==> config.mk <==
export PLATFORM = sky130hd
export DESIGN_NAME = cam_capture_front
export DESIGN_NICKNAME = d
export VERILOG_FILES = /design/src/rtl/cam_pkg.sv /design/src/rtl/cam_edge_sampler.sv /design/src/rtl/cam_vsync_filter.sv /design/src/rtl/cam_event_counter.sv /design/src/rtl/cam_capture_front.sv
export SDC_FILE = /design/constraint.sdc
export NUM_CORES = 1
export LEC_CHECK = 0
export CAP_MARGIN = 20
export CORE_MARGIN = 8
export CORE_UTILIZATION = 54
export CTS_CLUSTER_DIAMETER = 100
export CTS_CLUSTER_SIZE = 24
export DETAILED_ROUTE_END_ITERATION = 16
export GPL_TIMING_DRIVEN = 0
export PLACE_DENSITY_LB_ADDON = 0.3
export SETUP_SLACK_MARGIN = 0.2
export SKIP_LAST_GASP = 1
export SLEW_MARGIN = 20
export SYNTH_ARGS = -nofsm -noshare
export SYNTH_HDL_FRONTEND = slang
export SYNTH_HIERARCHICAL = 1
export SYNTH_SLANG_ARGS = --single-unit
==> constraint.sdc <==
create_clock -name clk -period 6.7 [get_ports clk]
set_input_delay 1.34 -clock clk [delete_from_list [all_inputs] [get_ports clk]]
set_output_delay 1.34 -clock clk [all_outputs]
set_load 0.01 [all_outputs]
==> src/rtl/cam_pkg.sv <==
package cam_pkg;
  typedef enum logic {
    QUAL_DE_VS    = 1'b0,
    QUAL_DE_HS_VS = 1'b1
  } qual_mode_e;

  typedef struct packed {
    logic de;
    logic hs;
    logic vs;
  } cam_ctl_t;
endpackage

==> src/rtl/cam_edge_sampler.sv <==
module cam_edge_sampler #(
  parameter int DATA_W = 16
) (
  input  logic              clk,
  input  logic              srst,
  input  logic              pclk_inv,
  input  logic              de_inv,
  input  logic              hs_inv,
  input  logic              vs_inv,
  input  logic              pclk,
  input  logic [DATA_W-1:0] data_in,
  input  logic              de_in,
  input  logic              hs_in,
  input  logic              vs_in,
  output logic              strobe,
  output logic [DATA_W-1:0] data_q,
  output cam_pkg::cam_ctl_t ctl_q
);
  logic lvl_now, lvl_prev;

  // Level registers reset high so that no edge is seen straight after reset.
  always_ff @(posedge clk) begin
    if (srst) begin
      lvl_now  <= 1'b1;
      lvl_prev <= 1'b1;
      data_q   <= '0;
      ctl_q    <= '0;
    end else begin
      lvl_now  <= pclk ^ pclk_inv;
      lvl_prev <= lvl_now;
      data_q   <= data_in;
      ctl_q.de <= de_in ^ de_inv;
      ctl_q.hs <= hs_in ^ hs_inv;
      ctl_q.vs <= vs_in ^ vs_inv;
    end
  end

  assign strobe = lvl_now & ~lvl_prev;
endmodule

==> src/rtl/cam_vsync_filter.sv <==
module cam_vsync_filter #(
  parameter int STABLE_N = 4
) (
  input  logic clk,
  input  logic srst,
  input  logic strobe,
  input  logic vs_raw,
  output logic vs_filt
);
  localparam int CW = (STABLE_N > 1) ? $clog2(STABLE_N) : 1;
  localparam logic [CW-1:0] LAST = CW'(STABLE_N - 1);

  logic [CW-1:0] run_cnt;

  always_ff @(posedge clk) begin
    if (srst) begin
      vs_filt <= 1'b0;
      run_cnt <= '0;
    end else if (strobe) begin
      if (vs_raw == vs_filt) begin
        run_cnt <= '0;
      end else if (run_cnt == LAST) begin
        vs_filt <= vs_raw;
        run_cnt <= '0;
      end else begin
        run_cnt <= run_cnt + 1'b1;
      end
    end
  end
endmodule

==> src/rtl/cam_event_counter.sv <==
module cam_event_counter #(
  parameter int CNT_W = 16
) (
  input  logic             clk,
  input  logic             srst,
  input  logic             en,
  input  logic [1:0]       step,
  input  logic [CNT_W-1:0] target,
  output logic             fire
);
  logic [CNT_W-1:0] cnt;
  logic [CNT_W:0]   sum;

  assign sum  = {1'b0, cnt} + {{(CNT_W-1){1'b0}}, step};
  assign fire = en && (sum > {1'b0, target});

  always_ff @(posedge clk) begin
    if (srst)    cnt <= '0;
    else if (en) cnt <= fire ? '0 : sum[CNT_W-1:0];
  end
endmodule

==> src/rtl/cam_capture_front.sv <==
module cam_capture_front #(
  parameter int DATA_W   = 16,
  parameter int LINE_W   = 8,
  parameter int LEN_W    = 16,
  parameter int FILT_LEN = 4
) (
  input  logic              clk,
  input  logic              rst,
  input  logic              cfg_start,
  input  logic              cfg_cam_reset,
  input  logic              cfg_fifo_reset,
  input  logic              cfg_pclk_inv,
  input  logic              cfg_de_inv,
  input  logic              cfg_hs_inv,
  input  logic              cfg_vs_inv,
  input  logic              cfg_qual_mode,
  input  logic              cfg_wide,
  input  logic              cfg_vs_filt_en,
  input  logic [LINE_W-1:0] cfg_line_num,
  input  logic [LEN_W-1:0]  cfg_byte_len,
  input  logic              cam_pclk,
  input  logic [DATA_W-1:0] cam_data,
  input  logic              cam_de,
  input  logic              cam_hs,
  input  logic              cam_vs,
  output logic              out_valid,
  output logic [DATA_W-1:0] out_data,
  output logic              line_irq,
  output logic              eot_pulse
);
  import cam_pkg::*;

  localparam int BYTE_W = DATA_W / 2;

  logic              srst;
  logic              strobe;
  logic [DATA_W-1:0] s_data;
  cam_ctl_t          s_ctl;
  logic              vs_filt, vs_use;
  qual_mode_e        mode;
  logic              done, active, line_sig, line_prev;
  logic              pix_ok, line_end, line_fire, byte_fire;
  logic [1:0]        byte_step;
  logic              half;
  logic [BYTE_W-1:0] hold;

  assign srst = rst | cfg_cam_reset;
  assign mode = qual_mode_e'(cfg_qual_mode);

  cam_edge_sampler #(.DATA_W(DATA_W)) u_samp (
    .clk(clk), .srst(srst), .pclk_inv(cfg_pclk_inv), .de_inv(cfg_de_inv),
    .hs_inv(cfg_hs_inv), .vs_inv(cfg_vs_inv), .pclk(cam_pclk),
    .data_in(cam_data), .de_in(cam_de), .hs_in(cam_hs), .vs_in(cam_vs),
    .strobe(strobe), .data_q(s_data), .ctl_q(s_ctl)
  );

  cam_vsync_filter #(.STABLE_N(FILT_LEN)) u_vfilt (
    .clk(clk), .srst(srst), .strobe(strobe), .vs_raw(s_ctl.vs), .vs_filt(vs_filt)
  );

  assign vs_use    = cfg_vs_filt_en ? vs_filt : s_ctl.vs;
  assign active    = cfg_start & ~done;
  assign line_sig  = (mode == QUAL_DE_HS_VS) ? s_ctl.hs : s_ctl.de;
  assign pix_ok    = strobe & active & s_ctl.de & vs_use &
                     ((mode == QUAL_DE_VS) | s_ctl.hs);
  assign line_end  = strobe & active & line_prev & ~line_sig;
  assign byte_step = cfg_wide ? 2'd2 : 2'd1;

  cam_event_counter #(.CNT_W(LINE_W)) u_line_cnt (
    .clk(clk), .srst(srst), .en(line_end), .step(2'd1),
    .target(cfg_line_num), .fire(line_fire)
  );

  cam_event_counter #(.CNT_W(LEN_W)) u_byte_cnt (
    .clk(clk), .srst(srst), .en(pix_ok), .step(byte_step),
    .target(cfg_byte_len), .fire(byte_fire)
  );

  always_ff @(posedge clk) begin
    if (srst) begin
      out_valid <= 1'b0;
      out_data  <= '0;
      line_irq  <= 1'b0;
      eot_pulse <= 1'b0;
      done      <= 1'b0;
      line_prev <= 1'b0;
      half      <= 1'b0;
      hold      <= '0;
    end else begin
      out_valid <= 1'b0;
      line_irq  <= line_fire;
      eot_pulse <= byte_fire;
      if (strobe) line_prev <= line_sig;
      if (byte_fire)       done <= 1'b1;
      else if (!cfg_start) done <= 1'b0;
      if (cfg_fifo_reset) half <= 1'b0;
      if (pix_ok) begin
        if (cfg_wide) begin
          out_valid <= 1'b1;
          out_data  <= s_data;
        end else if (half) begin
          out_valid <= 1'b1;
          out_data  <= {s_data[BYTE_W-1:0], hold};
          half      <= 1'b0;
        end else if (byte_fire) begin
          out_valid <= 1'b1;
          out_data  <= {{BYTE_W{1'b0}}, s_data[BYTE_W-1:0]};
        end else begin
          hold <= s_data[BYTE_W-1:0];
          half <= 1'b1;
        end
      end
    end
  end
endmodule

==> flow_metrics.env <==
export IMPL_worst_setup_path_type="primary input to flop"
export IMPL_drc=0
export IMPL_cp_max_fo=10
export IMPL_fmax_mhz=163
export IMPL_final_common_cell="dfxtp_1"
export IMPL_die_area_um2=11700
export IMPL_syn_area_per_cell_um2=9.26
export IMPL_cts_hold_buf=0
export IMPL_cts_buffers=9
export IMPL_rows=33
export IMPL_dp_cells=677
export IMPL_wl_per_cell_um=16.3
export IMPL_drive_above_1_share_pct=14.5
export IMPL_ys_seq_elements=78
export IMPL_synthArstFlopShare_pct=0
export IMPL_wirelength_um=11300
export IMPL_start_util_pct=55.7
export IMPL_holdWs_ns=0.447
export IMPL_post_place_ws_ns=0.251
export IMPL_synth_distinct_cells=71
export IMPL_relSlewSlack_pct=54.7
export IMPL_grt_pass1_vias=4046
export IMPL_synth_top_area_share_pct=33.9
export IMPL_clock_sinks=78
export IMPL_syn_area_um2=4600
export IMPL_cp_start_kind="primary input"
export IMPL_setup_viol=0
export IMPL_routed_via_density=5.74
export IMPL_seq_area_um2=1560
export IMPL_final_cell_mix="dfxtp_1, clkdlybuf4s50_1, a21oi_1, inv_1, ha_1"
export IMPL_status="completed"
export IMPL_yosys_warnings=6
export IMPL_end_kind="flop"
export IMPL_cp_required_ns=6.92
export IMPL_fp_dieH_um=108
export IMPL_utilization_pct=68.5
export IMPL_final_period_utilization_pct=91.8
export IMPL_period_needed_ns=6.15
export IMPL_antenna_left=0
export IMPL_nets=670
export IMPL_antenna_cells=0
export IMPL_num_vias=3979
export IMPL_finalWeightedCongestion=0.849
export IMPL_clock_latency_ns=0.35
export IMPL_grt_start_max_net_pins=31
export IMPL_stdcell_count=693
export IMPL_skew_ns=0.00993
export IMPL_finalHoldViolCount=0
export IMPL_ir_drop_mv=0.104
export IMPL_synth_area_leaders="dfxtp_1, ha_1, a21oi_1"
export IMPL_die_w_um=108
export IMPL_setup_ws_ns=0.548
export IMPL_synth_edf_count=0
export IMPL_drv_slew=0
export IMPL_grt_use_total_pct=19.8
export IMPL_grt_remaining_overflow=0
export IMPL_path_clk_slew_ns=0.09
export IMPL_hp_class="flop to flop"
export IMPL_tightest_slew_ns=0.680
export IMPL_cts_buffer_depth=2
export IMPL_yosysSeqAreaShare_pct=33.9
export IMPL_finalPower_uw=883
export IMPL_synthCells=497
export IMPL_leakage_nw=2.25
export IMPL_antenna_found_initial=0
export IMPL_worst_ep_arrival_time_ns=6.37
export IMPL_fillers=684
export IMPL_rsz0062_at_grt="no"
export IMPL_core_um2=8260
export IMPL_drtIter0Drc=261
export IMPL_grt_pass1_wl_um=19000
export IMPL_dr_pass1_iters=5
export IMPL_postCtsSetupBuffers=0
export IMPL_multi_input_area_um2=2720
export IMPL_fin_tns_setup_ns=0
export IMPL_dpl_hpwl_um=8570
export IMPL_portBuffers=74
export IMPL_pwr_density_cell_nw_per_um2=156
export IMPL_cts_root_buffer="clkbuf_8"
export IMPL_cts_tree="done"
export IMPL_syn_to_final_growth_pct=22.9
export IMPL_synth_largest_area_cell="dfxtp_1"
export IMPL_cts_resized=0
export IMPL_htreeDepth=3
export IMPL_cap_violations=0
export IMPL_synth_main_ff_cell="dfxtp_1"
export IMPL_placed_area_um2=5480
export IMPL_io_pins=75
export IMPL_final_area_um2=5660
[critical path: stages]
cell	delay, ns
clkdlybuf4s50_1	0.64
buf_4	0.22
inv_2	0.12
ha_1	0.25
fa_1	0.47
and4_1	0.21
clkbuf_2	0.17
nand3_1	0.17
xnor2_1	0.11
ha_1	0.29
and4_1	0.19
and4bb_1	0.23
a31o_2	0.19
a21boi_4	0.37
nand2_2	0.20
and2_1	0.25
or3_1	0.37
buf_2	0.17
buf_6	0.17
a21oi_2	0.17
a211oi_2	0.06
[cell families (layout without fill, tap and decap cells)]
family	Yosys count	in the layout	share of synthesized area, %
DFF	78	78	33.9
and+or+nand+nor	177	177	24.4
buffers and inverters	59	149	7.04
adders and majority gates	31	31	8.75
xor gates and xnor gates	25	25	4.76
other	2	3	0.163
muxes	10	10	2.28
AOI/OAI and AO/OA	115	115	18.7
[worst paths after layout]
check	slack [ns]	cells after the start	to	start
worst min register to register	0.45	1	u_samp/lvl_prev$_SDFF_PP1_	u_samp/lvl_now$_SDFF_PP1_
worst max register to register	2.19	19	out_data[9]$_SDFFE_PP0P_	u_byte_cnt/cnt[1]$_SDFFE_PP0P_
worst min-delay path	0.45	1	u_samp/lvl_prev$_SDFF_PP1_	u_samp/lvl_now$_SDFF_PP1_
worst max-delay path	0.55	21	out_data[9]$_SDFFE_PP0P_	cfg_wide
[final cells by class]
cell class              instances  area share, %
multi-input cells             361           48.1
flip-flops and latches         78           27.6
repair buffers                 74           13.1
plain buffers                  28           3.60
well taps                     105           2.32
clock buffers                   9           2.19
inverters                      31           2.15
clock inverters                 7          0.973
[synthesized netlist by cell type (all sizes together), types with 3 or more instances]
cell type  number
nor3b          11
o32ai           3
nand4          21
xnor2          14
nand2b         24
inv            30
buf            20
or3b            4
a211oi         18
nand3          26
o211ai          5
ha             29
nand2          11
nor2b          24
nor2           14
xor2           11
o21ai          16
mux2i           9
nor3            3
and2           11
and3           13
a31oi          14
a21oi          44
dfxtp          78
and4            3
clkbuf          8
[metal layers]
metal	share of wire, %	track usage (%)
met5	0	0
met2	49	33.8
met3	5.4	3.69
met4	1.8	8.02
met1	44	24.1
[power by group]
| part | total [mW] | switching, mW | internal, mW |
|---|---|---|---|
| Combinational | 0.0858 | 0.0385 | 0.0473 |
| Clock | 0.325 | 0.187 | 0.138 |
| Sequential | 0.472 | 0.00345 | 0.468 |
[registers in the layout, summed over array words and instances, names as in the netlist, 2 cells and up]
name / flops
out_data: 16
u_byte_cnt/cnt: 16
u_samp/data_q: 16
hold: 8
u_line_cnt/cnt: 8
u_samp/ctl_q: 3
u_vfilt/run_cnt: 2
No activity file was read; power rests on OpenSTA's default activity.
